<file path="config.mk">
export PLATFORM = sky130hd
export DESIGN_NAME = host_dma_mailbox
export DESIGN_NICKNAME = d
export VERILOG_FILES = /design/src/rtl/dma_mbx_pkg.sv /design/src/rtl/dma_addr_ctr.sv /design/src/rtl/dma_regs.sv /design/src/rtl/dma_seq.sv /design/src/rtl/host_dma_mailbox.sv
export SDC_FILE = /design/constraint.sdc
export NUM_CORES = 1
export LEC_CHECK = 0
export ABC_AREA = 1
export BUFFER_PORTS_ARGS = -buffer_cell sky130_fd_sc_hd__buf_2
export CORE_MARGIN = 2
export CORE_UTILIZATION = 39
export CTS_BUF_LIST = sky130_fd_sc_hd__clkbuf_4 sky130_fd_sc_hd__clkbuf_8
export DETAILED_ROUTE_END_ITERATION = 16
export GPL_TIMING_DRIVEN = 0
export PLACE_DENSITY = 0.65
export SLEW_MARGIN = 20
export SYNTH_ARGS = -nofsm -noshare
export SYNTH_HDL_FRONTEND = slang
export SYNTH_SLANG_ARGS = --single-unit
</file>
<file path="constraint.sdc">
create_clock -name clk -period 1.7 [get_ports clk]
set_input_delay 0.085 -clock clk [delete_from_list [all_inputs] [get_ports clk]]
set_output_delay 0.085 -clock clk [all_outputs]
set_load 0.02 [all_outputs]
</file>
<file path="src/rtl/dma_mbx_pkg.sv">
package dma_mbx_pkg;
    localparam int REG_AW = 16;
    localparam int REG_DW = 16;

    localparam logic [REG_AW-1:0] OFS_GO      = 16'hC02A;
    localparam logic [REG_AW-1:0] OFS_CUR_LO  = 16'hC02C;
    localparam logic [REG_AW-1:0] OFS_CUR_HI  = 16'hC02E;
    localparam logic [REG_AW-1:0] OFS_END_LO  = 16'hC030;
    localparam logic [REG_AW-1:0] OFS_END_HI  = 16'hC032;
    localparam logic [REG_AW-1:0] OFS_PIN     = 16'hC0C0;

    localparam logic [REG_DW-1:0] PIN_ON_CODE = 16'h0007;
    localparam logic [REG_DW-1:0] GO_IN_CODE  = 16'h0001;
    localparam logic [REG_DW-1:0] GO_OUT_CODE = 16'h0003;

    typedef enum logic [2:0] {
        ST_IDLE,
        ST_FETCH,
        ST_LOAD,
        ST_REQ,
        ST_STROBE,
        ST_ADV
    } dma_state_e;
endpackage

</file>
<file path="src/rtl/dma_addr_ctr.sv">
module dma_addr_ctr #(
    parameter int ADDR_W = 22,
    parameter int DATA_W = 16
) (
    input  logic              clk,
    input  logic              rst_n,
    input  logic              ld_lo,
    input  logic              ld_hi,
    input  logic [DATA_W-1:0] wdata,
    input  logic              step,
    output logic [ADDR_W-1:0] cur
);
    localparam int HI_W = ADDR_W - DATA_W;
    localparam logic [ADDR_W-1:0] WORD_BYTES = ADDR_W'(2);

    always_ff @(posedge clk) begin
        if (!rst_n) begin
            cur <= '0;
        end else if (step) begin
            cur <= cur + WORD_BYTES;
        end else begin
            if (ld_lo) cur[DATA_W-1:0]      <= wdata;
            if (ld_hi) cur[ADDR_W-1:DATA_W] <= wdata[HI_W-1:0];
        end
    end
endmodule

</file>
<file path="src/rtl/dma_regs.sv">
module dma_regs
    import dma_mbx_pkg::*;
#(
    parameter int ADDR_W = 22
) (
    input  logic              clk,
    input  logic              rst_n,
    input  logic              reg_wr,
    input  logic [REG_AW-1:0] reg_addr,
    input  logic [REG_DW-1:0] reg_wdata,
    input  logic              busy,
    input  logic              done,
    input  logic [ADDR_W-1:0] cur,
    output logic              ld_cur_lo,
    output logic              ld_cur_hi,
    output logic [ADDR_W-1:0] end_addr,
    output logic              pin_en,
    output logic              go_in,
    output logic              go_out,
    output logic [REG_DW-1:0] reg_rdata
);
    localparam int HI_W = ADDR_W - REG_DW;

    logic cfg_wr;
    assign cfg_wr    = reg_wr && !busy;
    assign ld_cur_lo = cfg_wr && (reg_addr == OFS_CUR_LO);
    assign ld_cur_hi = cfg_wr && (reg_addr == OFS_CUR_HI);
    assign go_in     = cfg_wr && (reg_addr == OFS_GO) && (reg_wdata == GO_IN_CODE);
    assign go_out    = cfg_wr && (reg_addr == OFS_GO) && (reg_wdata == GO_OUT_CODE);

    always_ff @(posedge clk) begin
        if (!rst_n) begin
            end_addr <= '0;
            pin_en   <= 1'b0;
        end else begin
            if (cfg_wr && reg_addr == OFS_END_LO) end_addr[REG_DW-1:0]      <= reg_wdata;
            if (cfg_wr && reg_addr == OFS_END_HI) end_addr[ADDR_W-1:REG_DW] <= reg_wdata[HI_W-1:0];
            if (reg_wr && reg_addr == OFS_PIN)    pin_en <= (reg_wdata == PIN_ON_CODE);
        end
    end

    always_comb begin
        reg_rdata = '0;
        unique case (reg_addr)
            OFS_CUR_LO: reg_rdata = cur[REG_DW-1:0];
            OFS_CUR_HI: reg_rdata[HI_W-1:0] = cur[ADDR_W-1:REG_DW];
            OFS_END_LO: reg_rdata = end_addr[REG_DW-1:0];
            OFS_END_HI: reg_rdata[HI_W-1:0] = end_addr[ADDR_W-1:REG_DW];
            OFS_PIN:    reg_rdata = pin_en ? PIN_ON_CODE : '0;
            OFS_GO:     reg_rdata[1:0] = {busy, done};
            default:    reg_rdata = '0;
        endcase
    end
endmodule

</file>
<file path="src/rtl/dma_seq.sv">
module dma_seq
    import dma_mbx_pkg::*;
#(
    parameter int ADDR_W = 22,
    parameter int DATA_W = 16
) (
    input  logic              clk,
    input  logic              rst_n,
    input  logic              go_in,
    input  logic              go_out,
    input  logic              pin_en,
    input  logic [ADDR_W-1:0] cur,
    input  logic [ADDR_W-1:0] end_addr,
    input  logic              host_cs_n,
    input  logic              host_rd_n,
    input  logic              host_wr_n,
    input  logic [DATA_W-1:0] host_din,
    input  logic [DATA_W-1:0] mem_rdata,
    output logic              step,
    output logic              busy,
    output logic              done,
    output logic              dir_out,
    output logic              dreq,
    output logic [DATA_W-1:0] host_dout,
    output logic              mem_req,
    output logic              mem_we,
    output logic [ADDR_W-1:0] mem_addr,
    output logic [DATA_W-1:0] mem_wdata
);
    localparam logic [ADDR_W-1:0] WORD_BYTES = ADDR_W'(2);

    dma_state_e        state, state_nx;
    logic [DATA_W-1:0] in_buf, out_buf;
    logic              hit, last_word;

    assign hit       = !host_cs_n && (dir_out ? !host_rd_n : !host_wr_n);
    assign last_word = dir_out ? (cur + WORD_BYTES == end_addr) : (cur == end_addr);

    always_comb begin
        state_nx = state;
        unique case (state)
            ST_IDLE: begin
                if (go_in)                              state_nx = ST_REQ;
                else if (go_out && cur != end_addr)     state_nx = ST_FETCH;
            end
            ST_FETCH:  state_nx = ST_LOAD;
            ST_LOAD:   state_nx = ST_REQ;
            ST_REQ:    if (pin_en && hit) state_nx = ST_STROBE;
            ST_STROBE: if (!hit)          state_nx = ST_ADV;
            ST_ADV: begin
                if (last_word)    state_nx = ST_IDLE;
                else if (dir_out) state_nx = ST_FETCH;
                else              state_nx = ST_REQ;
            end
            default: state_nx = ST_IDLE;
        endcase
    end

    always_ff @(posedge clk) begin
        if (!rst_n) begin
            state   <= ST_IDLE;
            dir_out <= 1'b0;
            done    <= 1'b0;
            in_buf  <= '0;
            out_buf <= '0;
        end else begin
            state <= state_nx;
            if (state == ST_IDLE && (go_in || go_out)) begin
                dir_out <= go_out;
                done    <= go_out && (cur == end_addr);
            end
            if (state == ST_REQ && pin_en && hit) in_buf  <= host_din;
            if (state == ST_LOAD)                 out_buf <= mem_rdata;
            if (state == ST_ADV && last_word)     done    <= 1'b1;
        end
    end

    always_comb begin
        busy      = (state != ST_IDLE);
        dreq      = pin_en && (state == ST_REQ || state == ST_STROBE);
        step      = (state == ST_ADV);
        mem_req   = (state == ST_FETCH) || (state == ST_ADV && !dir_out);
        mem_we    = (state == ST_ADV) && !dir_out;
        mem_addr  = cur;
        mem_wdata = in_buf;
        host_dout = out_buf;
    end
endmodule

</file>
<file path="src/rtl/host_dma_mailbox.sv">
module host_dma_mailbox
    import dma_mbx_pkg::*;
#(
    parameter int ADDR_W = 22,
    parameter int DATA_W = 16
) (
    input  logic              clk,
    input  logic              rst_n,
    input  logic              reg_wr,
    input  logic [REG_AW-1:0] reg_addr,
    input  logic [REG_DW-1:0] reg_wdata,
    output logic [REG_DW-1:0] reg_rdata,
    output logic              dreq,
    input  logic              host_cs_n,
    input  logic              host_rd_n,
    input  logic              host_wr_n,
    input  logic [DATA_W-1:0] host_din,
    output logic [DATA_W-1:0] host_dout,
    output logic              mem_req,
    output logic              mem_we,
    output logic [ADDR_W-1:0] mem_addr,
    output logic [DATA_W-1:0] mem_wdata,
    input  logic [DATA_W-1:0] mem_rdata
);
    logic              ld_cur_lo, ld_cur_hi, pin_en, go_in, go_out;
    logic              step, busy, done, dir_out;
    logic [ADDR_W-1:0] cur, end_addr;

    dma_regs #(.ADDR_W(ADDR_W)) u_regs (
        .clk(clk), .rst_n(rst_n), .reg_wr(reg_wr), .reg_addr(reg_addr),
        .reg_wdata(reg_wdata), .busy(busy), .done(done), .cur(cur),
        .ld_cur_lo(ld_cur_lo), .ld_cur_hi(ld_cur_hi), .end_addr(end_addr),
        .pin_en(pin_en), .go_in(go_in), .go_out(go_out), .reg_rdata(reg_rdata)
    );

    dma_addr_ctr #(.ADDR_W(ADDR_W), .DATA_W(REG_DW)) u_ctr (
        .clk(clk), .rst_n(rst_n), .ld_lo(ld_cur_lo), .ld_hi(ld_cur_hi),
        .wdata(reg_wdata), .step(step), .cur(cur)
    );

    dma_seq #(.ADDR_W(ADDR_W), .DATA_W(DATA_W)) u_seq (
        .clk(clk), .rst_n(rst_n), .go_in(go_in), .go_out(go_out),
        .pin_en(pin_en), .cur(cur), .end_addr(end_addr),
        .host_cs_n(host_cs_n), .host_rd_n(host_rd_n), .host_wr_n(host_wr_n),
        .host_din(host_din), .mem_rdata(mem_rdata), .step(step), .busy(busy),
        .done(done), .dir_out(dir_out), .dreq(dreq), .host_dout(host_dout),
        .mem_req(mem_req), .mem_we(mem_we), .mem_addr(mem_addr),
        .mem_wdata(mem_wdata)
    );
endmodule

</file>
# --- Word-level counts from Yosys, hierarchy flattened ---
# Index checks and enable logic that the tools add are counted.
totals:
  inputBits: 70
  reg_bits: 82
op_classes:
  eq_ne: 20
  muxes: 18
  addsub: 1
  reduce_logical: 33
op_table:
  columns: ["cell", "count"]
  rows:
  - ["== test 16 bit, second input constant", 6]
  - ["== test 22 bit", 2]
  - ["case mux 10 bit (3 select lines)", 1]
  - ["adder 22 x 2 -> 22 bit, second input constant", 1]
  - ["2-to-1 mux 22 bit", 1]
  - ["!= test 22 bit", 1]
  - ["case mux 4 bit (5 select lines)", 1]
  - ["logical AND 1 bit", 19]
  - ["2-to-1 mux 3 bit", 6]
  - ["case mux 3 bit (6 select lines)", 1]
  - ["== test 16 x 1 -> 1 bit, second input constant", 1]
  - ["== test 16 x 2 -> 1 bit, second input constant", 1]
  - ["== test 16 x 3 -> 1 bit, second input constant", 1]
  - ["2-to-1 mux 16 bit", 1]
  - ["case mux 2 bit (6 select lines)", 1]
  - ["== test 3 x 2 -> 1 bit, second input constant", 2]
  - ["== test 3 bit, second input constant", 2]
  - ["2-to-1 mux 6 bit", 1]
  - ["nonzero test 2 bit", 3]
  - ["logical NOT 1 bit", 5]
  - ["2-to-1 mux 1 bit", 4]
  - ["== test 3 x 1 -> 1 bit, second input constant", 1]
  - ["logical NOT 3 bit", 1]
  - ["logical OR 1 bit", 3]
  - ["6 further kinds", 6]

# --- Longest topological paths before layout ---
logic_depth:
  word_depth: 9
  mapped_depth: 16
  mapped_depth_nobuf: 16

# --- Hierarchy ---
# From an unflattened synthesis, not the netlist that was laid out.
unflattened:
  cells_unflattened: 959
  hier_area_um2: 5809.3
by_module_without_submodules:
  columns: ["module", "area_each_um2", "n_inst", "cells_per_inst", "seq_area_each_um2"]
  rows:
  - ["dma_seq", 2615.0, 1, 433, 740.7]
  - ["dma_regs", 1620.3, 1, 283, 460.4]
  - ["dma_addr_ctr", 1574.0, 1, 243, 440.4]

# --- Worst setup path after synthesis ---
# No wires, ideal clock.
synth_timing:
  kind: "register -> register"
  from: "reg u_ctr.cur[2]"
  to: "reg u_seq.state[0]"
  slack_ns: -0.303
  path_stages_with_launch: 15
  synth_period_minus_slack_ns: 2.003
  setup_ns: 0.117
  n_path_buf: 0
  t_arrival_ns: 1.887
  cell_sequence: "dfxtp_1 > ha_1 > nand2_1 > nor2_4 > nand3_1 > nor2_2 > nand3_1 > nand2_1 > nand2_1 > nor2_1 > nand2_1 > o21bai_2 > nand2_1 > nand2_1 > a21oi_1"
synth_via:
  elab_chain_len: 5
synth_lines:
  columns: ["item", "line", "text"]
  rows:
  - ["start: declaration", "dma_addr_ctr.sv:11", "output logic [ADDR_W-1:0] cur"]
  - ["start signal: assignment", "dma_addr_ctr.sv:20", "cur <= cur + WORD_BYTES;"]
  - ["start signal: indexed assignment", "dma_addr_ctr.sv:22", "if (ld_lo) cur[DATA_W-1:0] <= wdata;"]
  - ["start signal: indexed assignment", "dma_addr_ctr.sv:23", "if (ld_hi) cur[ADDR_W-1:DATA_W] <= wdata[HI_W-1:0];"]
  - ["adder 22 x 2 -> 22 bit", "dma_seq.sv:37", "assign last_word = dir_out ? (cur + WORD_BYTES == end_addr) : (cur == end_addr);"]
  - ["== test 22 bit", "dma_seq.sv:37", null]
  - ["2-to-1 mux 1 bit", "dma_seq.sv:37", null]
  - ["2-to-1 mux 3 bit", "dma_seq.sv:51", "if (last_word) state_nx = ST_IDLE;"]
  - ["case mux 3 bit (6 select lines)", "dma_seq.sv:41", "unique case (state)"]
  - ["end signal: assignment", "dma_seq.sv:67", "state <= state_nx;"]
  - ["end: declaration", "dma_seq.sv:32", "dma_state_e state, state_nx;"]
# Several ways; a longest one is shown, not always the timed one.
# A chain may end at the register's enable or synchronous reset.

# --- Worst setup path after layout ---
layout_timing:
  from: "reg u_ctr.cur[3]"
  to: "reg u_seq.state[0]"
# The elaborated chain is that of the path after synthesis.

==> results.toml <==
[outcome]
outcome = "finished with violations"
violations = "setup timing"

[logic_synthesis]
synthAdderAreaFrac_pct = 0.254
synth_top_family_by_area = "simple AND/OR/NAND/NOR gates"
synth-warning-count = 0
post_synth_instance_area_sq_um = 4920
synth_cells = 798
synthArstFlopShare_pct = 0
syn_avg_cell_area_sq_um = 6.17
synth_compound_gate_area_share_pct = 17.3
synth_mux_area_share_pct = 0
syn_nets = 869
synth_simple_gate_area_share_pct = 36.1
synth.lib_cells_used.distinct = 42
yosysSeqAreaShare_pct = 33.3
synth-edff-count = 0
synth-seq-cells = 82
postSynth.topFlopCell = "sky130_fd_sc_hd__dfxtp_1"
synth_xor_area_share_pct = 2.67

[final_layout]
area_of_the_multi_input_gates_sq_um = 3100
final_area_sq_um = 7240
fillerInstances = 1271
finalNetCount = 1101
sequential_cell_area_sq_um = 1700
areaGrowthSynthToFinish_pct = 47.0
layout.cells.most_common_list = "sky130_fd_sc_hd__nand2_1 (156), sky130_fd_sc_hd__buf_2 (141), sky130_fd_sc_hd__nor2_1 (127), sky130_fd_sc_hd__inv_1 (95), sky130_fd_sc_hd__o21ai_0 (72)"
final_layout_size_suffix_gt1_share_pct = 31.4
antenna_cells_inserted = 0
commonest_non_fill_non_tap_cell_in_the_layout = "sky130_fd_sc_hd__nand2_1"

[grt]
initial_antenna_violation_count = 0
grtUsageMet3_pct = 5.81
grt_max_degree = 17
grt_remaining_overflow = 0
grtUsageMet1_pct = 35.0
track_usage_pct = 27.6
global_route_wire_length_before_repair_mm = 28.4
vias_in_the_first_global_route = 5578
grt.busiest_layer = "met2"
gr-usage-met2_pct = 45.8

[worst_setup_path]
cp_bufs_invs = 1
timing.critical_path.cells = "buf_8, nand2_2, nor2_4, nand3_4, nor2_4, nand2_2, nand2_1, nand3_1, nor2_1, nand3_2, o21bai_4, nand2_1, nand2_1, a21oi_1"
cp_top_family = "simple AND/OR/NAND/NOR gates"
worst_r2r_startpoint = "u_ctr.cur[3]$_SDFFE_PN0P_"
critical_path.slowest_cell = "sky130_fd_sc_hd__dfxtp_4"
worst_ep_required_time_ns = 1.98
cp-end-kind = "flip-flop"
arrival_time_at_the_worst_endpoint_ns = 2.29
crit_path_start = "u_ctr.cur[3]$_SDFFE_PN0P_"
startpoint_type = "flip-flop"
critical-path-max-stage-delay_ns = 0.36
crit_path_max_fanout = 8
crit_top_cell = "sky130_fd_sc_hd__nand2_1"
path_class = "flip-flop to flip-flop"

[sta]
holdWs_ns = 0.0217
setup_viol_count_final = 13
finalHoldViolCount = 0
worst-slew-pin-transition_ns = 0.740
skew_ns = 0.0126
f_max_ghz = 0.498
setup_ws_ns = -0.307
setup_repair_after_global_routing_missed_its_margin = "yes"
fin_crit_sh_pct = 118
maxSlewHeadroom_pct = 50.6
post-route-min-period_ns = 2.01
slew_viol_final = 0

[die]
floorplan.io_pins = 143
initial_utilization_pct = 39.5
die_height_microns = 116
rows = 41
core_area_sq_um = 12500
die_x_microns = 116
design.die.area_sq_um = 13500

[drt]
drc = 0
antenna_left = 0
routed-via-count = 6210
drt_first_pass_iters = 6
via_per_inst = 5.14
detailedRoute.firstIterationViolations = 506
detailed_route_wire_length_per_cell_microns = 15.8
total_length_of_routed_wires_mm = 19.1

[clock_tree]
clkSlewWorstSetupHoldPaths_ns = 0.10
cts.sink_count = 82
worst_skew_pair.late_latency_ns = 0.39
cts_buffers = 9
htree_num_levels = 3
clockRootBuffer = "sky130_fd_sc_hd__clkbuf_8"
clk_path_buf_depth = 2
tritoncts = "built"

[place]
portBuffers = 142
placed_cell_area_sq_um = 5910
last_weighted_congestion_value_of_the_routability_driven_placer = 0.979
detailedPlacementHpwl_mm = 13.4

[power_and_ir_drop]
p_leak_nw = 3.41
p_per_area_nw_per_um2 = 710
ir_worst_vdd_uv = 733

[worst_hold_path]
timing.hold.worst.class = "input port to flip-flop"
hold_start = "reg_wdata[5]"

[flow_run]
max_cap_viols = 0
## worst register-to-register path, stage by stage, from the launching register on
cell and delay [ns]:
sky130_fd_sc_hd__dfxtp_4 0.36, sky130_fd_sc_hd__buf_8 0.12, sky130_fd_sc_hd__nand2_2 0.07, sky130_fd_sc_hd__nor2_4 0.21, sky130_fd_sc_hd__nand3_4 0.17, sky130_fd_sc_hd__nor2_4 0.13
sky130_fd_sc_hd__nand2_2 0.10, sky130_fd_sc_hd__nand2_1 0.08, sky130_fd_sc_hd__nand3_1 0.06, sky130_fd_sc_hd__nor2_1 0.12, sky130_fd_sc_hd__nand3_2 0.13, sky130_fd_sc_hd__o21bai_4 0.17
sky130_fd_sc_hd__nand2_1 0.06, sky130_fd_sc_hd__nand2_1 0.06, sky130_fd_sc_hd__a21oi_1 0.06
## timing repair
item | CTS | global route
setup endpoints to repair | 85 | 63
resized for setup | 64 | 80
hold buffers | 45 | 0
pin swaps | 21 | 25
setup buffers | 19 | 16
cloned | 0 | 0
hold endpoints to repair | 50 | 0
## metrics by stage
step / setup WS (ns) / cells / TNS, ns / power, mW / utilization [%]
2_1_floorplan: -0.0343 / 798 / -0.0343 / 2.90 / -
3_3_place_gp: -0.655 / 1112 / -25.27 / 3.32 / 47.4
3_5_place_dp: -0.655 / 1112 / -24.93 / 3.32 / 47.4
4_1_cts: -0.244 / 1192 / -0.900 / 4.91 / 55.3
5_1_grt: -0.428 / 1207 / -4.42 / 5.39 / 58.1
6_report: -0.307 / 1207 / -1.19 / 5.14 / 58.1
## final timing paths
path | to | slack [ns] | cells past startpoint
max reg2reg | u_seq.state[0]$_SDFFE_PN0P_ | -0.31 | 14
max | u_seq.state[0]$_SDFFE_PN0P_ | -0.31 | 14
min | u_regs.end_addr[21]$_SDFFE_PN0P_ | 0.02 | 3
min reg2reg | u_seq.mem_wdata[9]$_SDFFE_PN0P_ | 0.48 | 2
## cells in the mapped netlist (4+ instances only)
master,n,share of area (%)
sky130_fd_sc_hd__a31oi_1,4,0.51
sky130_fd_sc_hd__nand2_2,6,0.76
sky130_fd_sc_hd__xnor2_1,6,1.1
sky130_fd_sc_hd__a211oi_1,5,0.76
sky130_fd_sc_hd__nand4_1,9,1.1
sky130_fd_sc_hd__a21oi_1,40,4.1
sky130_fd_sc_hd__nor2_2,16,2.0
sky130_fd_sc_hd__nor3_1,15,1.5
sky130_fd_sc_hd__nand3_1,46,4.7
sky130_fd_sc_hd__buf_2,6,0.61
sky130_fd_sc_hd__nand2_1,172,13
sky130_fd_sc_hd__dfxtp_1,82,33
sky130_fd_sc_hd__inv_1,104,7.9
sky130_fd_sc_hd__nor2_1,138,11
sky130_fd_sc_hd__o22ai_1,14,1.8
sky130_fd_sc_hd__xor2_1,9,1.6
sky130_fd_sc_hd__o21ai_0,78,7.9
sky130_fd_sc_hd__clkbuf_1,16,1.2
## routing by layer
| metal | routed length [microns] | part of all wire, % |
|---|---|---|
| met1 | 7890 | 41 |
| met2 | 9090 | 48 |
| met3 | 1530 | 8.0 |
| met4 | 609 | 3.2 |
| met5 | 0 | 0 |
## flip-flops by register name, summed over array words and instances, names as in the netlist
signal,flops
u_seq.done,1
u_seq.dir_out,1
u_seq.mem_wdata,16
u_regs.end_addr,22
u_seq.host_dout,16
u_ctr.cur,22
u_regs.pin_en,1
u_seq.state,3
## power by group
part	internal (mW)	switching, mW	total [mW]
Sequential	2.07	0.105	2.18
Clock	0.554	0.835	1.39
Combinational	0.634	0.937	1.57
Total	3.26	1.88	5.14
## logic make-up after synthesis
kind of cell | Yosys count
and+or+nand+nor | 413
AOI/OAI and AO/OA | 154
buffers and inverters | 133
DFF | 82
xor gates and xnor gates | 15
adders and majority gates | 1
## area by class of cell
| cell class | count | area share [%] |
|---|---|---|
| tap | 172 | 2.97 |
| multi-input combinational | 583 | 42.8 |
| timing repair buffer | 222 | 20.0 |
| clock inverter | 7 | 0.795 |
| sequential | 82 | 23.4 |
| clock buffer | 9 | 1.71 |
| inverter | 109 | 5.94 |
| buffer | 23 | 2.37 |
No activity file was read; power rests on OpenSTA's default activity.
